<file path="config.mk">
export PLATFORM = sky130hd
export DESIGN_NAME = rx_len_limiter
export DESIGN_NICKNAME = d
export VERILOG_FILES = /design/src/rtl/rxl_pkg.sv /design/src/rtl/rxl_limit_cfg.sv /design/src/rtl/rxl_route.sv /design/src/rtl/rxl_byte_count.sv /design/src/rtl/rxl_status.sv /design/src/rtl/rx_len_limiter.sv
export SDC_FILE = /design/constraint.sdc
export NUM_CORES = 1
export LEC_CHECK = 0
export ABC_CLOCK_PERIOD_IN_PS = 3700
export BUFFER_PORTS_ARGS = -buffer_cell sky130_fd_sc_hd__buf_2
export CAP_MARGIN = 20
export CORE_AREA = 2 2 85 104
export DETAILED_ROUTE_END_ITERATION = 6
export DIE_AREA = 0 0 87 106
export GPL_TIMING_DRIVEN = 0
export HOLD_SLACK_MARGIN = 0.12
export PLACE_DENSITY = 0.67
export SYNTH_ARGS = -nofsm -noshare
export SYNTH_HDL_FRONTEND = slang
export SYNTH_SLANG_ARGS = --single-unit
export TNS_END_PERCENT = 30
</file>
<file path="constraint.sdc">
create_clock -name clk -period 3.7 [get_ports clk]
set_input_delay 0.185 -clock clk [delete_from_list [all_inputs] [get_ports clk]]
set_output_delay 0.185 -clock clk [all_outputs]
set_load 0.02 [all_outputs]
</file>
<file path="src/rtl/rxl_pkg.sv">
package rxl_pkg;
  localparam int unsigned RXL_LEN_W  = 25;
  localparam int unsigned RXL_BYTE_W = 8;
  localparam int unsigned RXL_GRAN_B = 2;

  typedef enum logic {
    RXL_PASS = 1'b0,
    RXL_DROP = 1'b1
  } rxl_mode_e;
endpackage

</file>
<file path="src/rtl/rxl_limit_cfg.sv">
module rxl_limit_cfg #(
  parameter int unsigned LEN_W  = rxl_pkg::RXL_LEN_W,
  parameter int unsigned GRAN_B = rxl_pkg::RXL_GRAN_B
) (
  input  logic [LEN_W-1:0] max_len,
  output logic [LEN_W-1:0] lim,
  output logic             cfg_err
);
  generate
    if (GRAN_B > 0) begin : g_mask
      assign lim = {max_len[LEN_W-1:GRAN_B], {GRAN_B{1'b0}}};
    end else begin : g_plain
      assign lim = max_len;
    end
  endgenerate

  assign cfg_err = (lim == '0);
endmodule

</file>
<file path="src/rtl/rxl_route.sv">
module rxl_route
  import rxl_pkg::*;
(
  input  logic in_valid,
  input  logic in_end,
  input  logic full,
  input  logic out_ready,
  output logic in_ready,
  output logic out_valid,
  output logic take_byte,
  output logic drop_byte,
  output logic take_mark
);
  rxl_mode_e mode;

  always_comb begin
    mode      = full ? RXL_DROP : RXL_PASS;
    out_valid = 1'b0;
    in_ready  = 1'b1;
    take_byte = 1'b0;
    drop_byte = 1'b0;
    take_mark = in_valid & in_end;
    if (!in_end) begin
      unique case (mode)
        RXL_PASS: begin
          out_valid = in_valid;
          in_ready  = out_ready;
          take_byte = in_valid & out_ready;
        end
        RXL_DROP: begin
          drop_byte = in_valid;
        end
        default: ;
      endcase
    end
  end
endmodule

</file>
<file path="src/rtl/rxl_byte_count.sv">
module rxl_byte_count #(
  parameter int unsigned LEN_W = rxl_pkg::RXL_LEN_W
) (
  input  logic             clk,
  input  logic             rst_n,
  input  logic             inc,
  input  logic             drop,
  input  logic             clr,
  input  logic [LEN_W-1:0] lim,
  output logic [LEN_W-1:0] cnt_q,
  output logic             trunc_q,
  output logic             full
);
  logic [LEN_W-1:0] cnt_d;
  logic             trunc_d;
  logic             cnt_en;
  logic             trunc_en;

  always_comb begin
    cnt_en   = clr | inc;
    trunc_en = clr | drop;
    cnt_d    = clr ? '0 : cnt_q + {{(LEN_W-1){1'b0}}, 1'b1};
    trunc_d  = ~clr;
  end

  always_ff @(posedge clk or negedge rst_n) begin
    if (!rst_n) begin
      cnt_q   <= '0;
      trunc_q <= 1'b0;
    end else begin
      if (cnt_en)   cnt_q   <= cnt_d;
      if (trunc_en) trunc_q <= trunc_d;
    end
  end

  assign full = (cnt_q >= lim);
endmodule

</file>
<file path="src/rtl/rxl_status.sv">
module rxl_status #(
  parameter int unsigned LEN_W = rxl_pkg::RXL_LEN_W
) (
  input  logic             clk,
  input  logic             rst_n,
  input  logic             load,
  input  logic [LEN_W-1:0] len_in,
  input  logic             trunc_in,
  input  logic             eep_in,
  output logic             stat_valid,
  output logic [LEN_W-1:0] stat_len,
  output logic             stat_trunc,
  output logic             stat_eep
);
  always_ff @(posedge clk or negedge rst_n) begin
    if (!rst_n) begin
      stat_valid <= 1'b0;
      stat_len   <= '0;
      stat_trunc <= 1'b0;
      stat_eep   <= 1'b0;
    end else begin
      stat_valid <= load;
      if (load) begin
        stat_len   <= len_in;
        stat_trunc <= trunc_in;
        stat_eep   <= eep_in;
      end
    end
  end
endmodule

</file>
<file path="src/rtl/rx_len_limiter.sv">
module rx_len_limiter #(
  parameter int unsigned LEN_W  = rxl_pkg::RXL_LEN_W,
  parameter int unsigned BYTE_W = rxl_pkg::RXL_BYTE_W,
  parameter int unsigned GRAN_B = rxl_pkg::RXL_GRAN_B
) (
  input  logic              clk,
  input  logic              rst_n,
  input  logic              in_valid,
  output logic              in_ready,
  input  logic [BYTE_W-1:0] in_data,
  input  logic              in_end,
  input  logic              in_err,
  output logic              out_valid,
  input  logic              out_ready,
  output logic [BYTE_W-1:0] out_data,
  input  logic [LEN_W-1:0]  max_len,
  output logic              cfg_err,
  output logic              stat_valid,
  output logic [LEN_W-1:0]  stat_len,
  output logic              stat_trunc,
  output logic              stat_eep
);
  logic [LEN_W-1:0] lim;
  logic [LEN_W-1:0] cnt_q;
  logic             trunc_q;
  logic             full;
  logic             take_byte;
  logic             drop_byte;
  logic             take_mark;

  rxl_limit_cfg #(.LEN_W(LEN_W), .GRAN_B(GRAN_B)) u_cfg (
    .max_len (max_len),
    .lim     (lim),
    .cfg_err (cfg_err)
  );

  rxl_route u_route (
    .in_valid  (in_valid),
    .in_end    (in_end),
    .full      (full),
    .out_ready (out_ready),
    .in_ready  (in_ready),
    .out_valid (out_valid),
    .take_byte (take_byte),
    .drop_byte (drop_byte),
    .take_mark (take_mark)
  );

  rxl_byte_count #(.LEN_W(LEN_W)) u_cnt (
    .clk     (clk),
    .rst_n   (rst_n),
    .inc     (take_byte),
    .drop    (drop_byte),
    .clr     (take_mark),
    .lim     (lim),
    .cnt_q   (cnt_q),
    .trunc_q (trunc_q),
    .full    (full)
  );

  rxl_status #(.LEN_W(LEN_W)) u_stat (
    .clk        (clk),
    .rst_n      (rst_n),
    .load       (take_mark),
    .len_in     (cnt_q),
    .trunc_in   (trunc_q),
    .eep_in     (in_err),
    .stat_valid (stat_valid),
    .stat_len   (stat_len),
    .stat_trunc (stat_trunc),
    .stat_eep   (stat_eep)
  );

  assign out_data = in_data;
endmodule

</file>
==> summary.txt <==
Number of max-cap violations: 0
CP required: 3510 ps
# setup viols final: 0
Fin area: 0.003809 mm^2
Cell variety after synth: 46
WP data arrival: 3080 ps
DRC Markers: 0
Worst min-delay path startpoint: in_valid
Final hold violation count: 0
HPWL after DPL: 6410 um
Worst-path cell chain: inv_1 -> ha_1 -> a21boi_0 -> o21ai_1 -> o311ai_1 -> nand3_2 -> buf_6 -> clkbuf_1 -> nor3b_1 -> buf_2
Post-route insts no fill: 548
Core Footprint: 0.008287 mm^2
Starting Density: 38.83%
R2R setup slack: 820 ps
Largest net degree at the start of global routing: 35
Antenna violations before repair: 0
IO Count: 78
Hold Path Depth: 3
DRT Pass-1 Iters: 4
Simple-gate share of the synthesized area: 26.75%
CP Class: reg2out
RR Endpoint: u_cnt.cnt_q[15]
Final Routed Wirelength: 8339 um
Startpoint types: register
Total global routing overflow: 0
Reg2reg start: u_cnt.cnt_q[2]
CTS max path bufs: 2
Top achievable clock speed: 0.3066 GHz
DP Cell Count: 538
Nature of the critical path endpoint: output port
Reg2Reg Depth: 9
Clock Tree Root: clkbuf_8
Status: finished clean
Max incr delay on CP: 440 ps
CTS tree: built
Mux share of post-synthesis cell area: 0.9720%
Number of synthesis warnings: 0
Fin Clk Skew: 9.611 ps
DP Area: 0.003695 mm^2
Synthesized area per cell: 8.628 um^2
Standard-cell rows: 37
Routed via count: 2,959
Vias in the first global route: 2,862
Adder-cell share of the synthesized area: 9.720%
Yosys reg bits: 54
N_diodes: 0
Hold/Removal Path Class: in2reg
Initial drt markers: 134
WP buf/inv: 4
Main combinational cell family by area after synthesis: simple AND/OR/NAND/NOR gates
Pwr dens: 288.9 mW/mm^2
WHS Endpoint: u_cnt.trunc_q
DIE WIDTH: 87 um
Post-synthesis xor/xnor area fraction: 0.5443%
Mapped Area: 0.003218 mm^2
Inserted Clock Buffers: 5
Final #Nets: 514
Tmin final: 3261 ps
Clk sinks: 54
Commonest cells after routing, fill and taps aside: 96 x nand2_1, 70 x buf_2, 54 x dfrtp_1
Worst-skew pair later-pin latency: 320 ps
Vias per cell: 5.400
Mapped Nets: 437
Measured slew at the worst slew-check pin: 865.6 ps
GR Util All Layers: 18.56%
Post-detailed-route count of antenna-violating nets: 0
Slowest-stage cell, CP: dfrtp_1
WL/cell: 15.22 um
Area grow syn2layout: 18.35%
Reg clk slew, reported paths: 110 ps
RSZ-0062 raised after global routing: no
H-tree levels: 2
Layout cells sized above 1: 21.06%
Cell count after synthesis: 373
Leakage: 2.002 nW
Post-synthesis compound-gate area fraction: 12.79%
Post-synth EDFFs: 0
Commonest non-fill, non-tap cell in the layout: nand2_1
Slew Viols, Final: 0
Post-synth ARST share: 100.0%
GP Congestion: 0.9206
Synth Flop Type: dfrtp_1
Top delay family on crit path: compound AO/OA/AOI/OAI gates
Register area share after synthesis: 41.99%
Die H: 106 um
Slew HR: 41.76%
Die area: 0.009222 mm^2
Postcts setup bufs: 0
Worst-path maximum fanout: 10
Port Buf Inserts: 67
Worst VDD drop: 0.1496 mV
First-pass GRT wire length: 13,590 um
Setup TNS: 0 ps
Period utilization: 88.14%
-- synthesized netlist by cell type (all sizes together), types with 10 or more instances --
cell / number / share of area, %
nand3: 12 / 2.2
a21oi: 18 / 2.8
clkbuf: 11 / 1.3
ha: 25 / 9.7
inv: 27 / 3.1
buf: 12 / 2.7
nor2: 15 / 1.7
a221o: 10 / 3.1
nand4: 12 / 2.5
nand2: 96 / 11
dfrtp: 54 / 42
nor4: 12 / 2.3
-- flip-flops by register name, indices dropped and copies added (netlist names) --
signal and count:
u_stat.stat_valid 1, u_cnt.trunc_q 1, u_stat.stat_eep 1, u_stat.stat_trunc 1, u_cnt.cnt_q 25, u_stat.stat_len 25
-- worst reg2reg max path: stages, from the launching register on --
cell and delay [ps]:
dfrtp_1 440, inv_1 120, ha_1 280, a21boi_0 360, o21ai_1 120, o311ai_1 350
and3_1 320, a21oi_1 170, buf_2 240, a221o_1 370
-- how the worst max path moves through the flow --
stage                               from         to  slack (ps)  cells after the start
final                     u_cnt.cnt_q[2]  out_valid         440                     10
after global routing      u_cnt.cnt_q[2]  out_valid         210                     10
after detailed placement  u_cnt.cnt_q[2]  out_valid         800                     10
after floorplan           u_cnt.cnt_q[6]  out_valid        1140                      8
after CTS                 u_cnt.cnt_q[2]  out_valid         450                     10
after global placement    u_cnt.cnt_q[2]  out_valid         870                     10
-- cells by family after synthesis --
group	count (synthesis)
compound gates	58
flops	54
buf+inv	51
fa+ha+maj	25
simple gates	180
mux	3
xor+xnor	2
-- where the power goes --
part / total (mW) / internal, mW / switching (mW) / leakage, nW
Sequential: 0.608 / 0.599 / 0.00853 / 0.749
Combinational: 0.140 / 0.0494 / 0.0904 / 1.21
Clock: 0.353 / 0.137 / 0.215 / 0.0447
-- metrics by stage --
step / hold WS, ps / total power [mW] / util (%) / worst slack (ps)
6_report: 209.1 / 1.100 / 45.96 / 438.9
5_1_grt: 227.5 / 1.144 / 45.96 / 214.4
4_1_cts: 201.5 / 1.104 / 45.96 / 446.9
3_5_place_dp: 192.5 / 0.7587 / 44.59 / 801.3
3_3_place_gp: 382.1 / 0.7505 / 44.35 / 869.6
2_1_floorplan: -110.6 / 0.6911 / - / 1138
-- cell type report --
cell class / count / area (um^2)
clock inverter: 3 / 25.02
multi-input combinational: 268 / 1634
inverter: 28 / 105.1
timing repair buffer: 70 / 375.4
sequential: 54 / 1351
tap: 97 / 121.4
fill: 815 / 4478
buffer: 23 / 127.6
clock buffer: 5 / 68.82
-- routing by layer --
layer / GRT usage (%) / share of wire, % / up-vias
met3: 2.329 / 4.1 / 19
met5: 0 / 0 / -
met4: 8.036 / 2.8 / 0
met2: 32.50 / 51 / 78
met1: 22.47 / 42 / 1401
li1: - / - / 1461
-- repair_timing --
| item | 4_1_cts | 5_1_grt |
|---|---|---|
| endpoints found under the hold margin | 21 | 0 |
| gates resized for setup | 0 | 0 |
| hold buffers | 2 | 0 |
(Power assumes the default switching activity.)
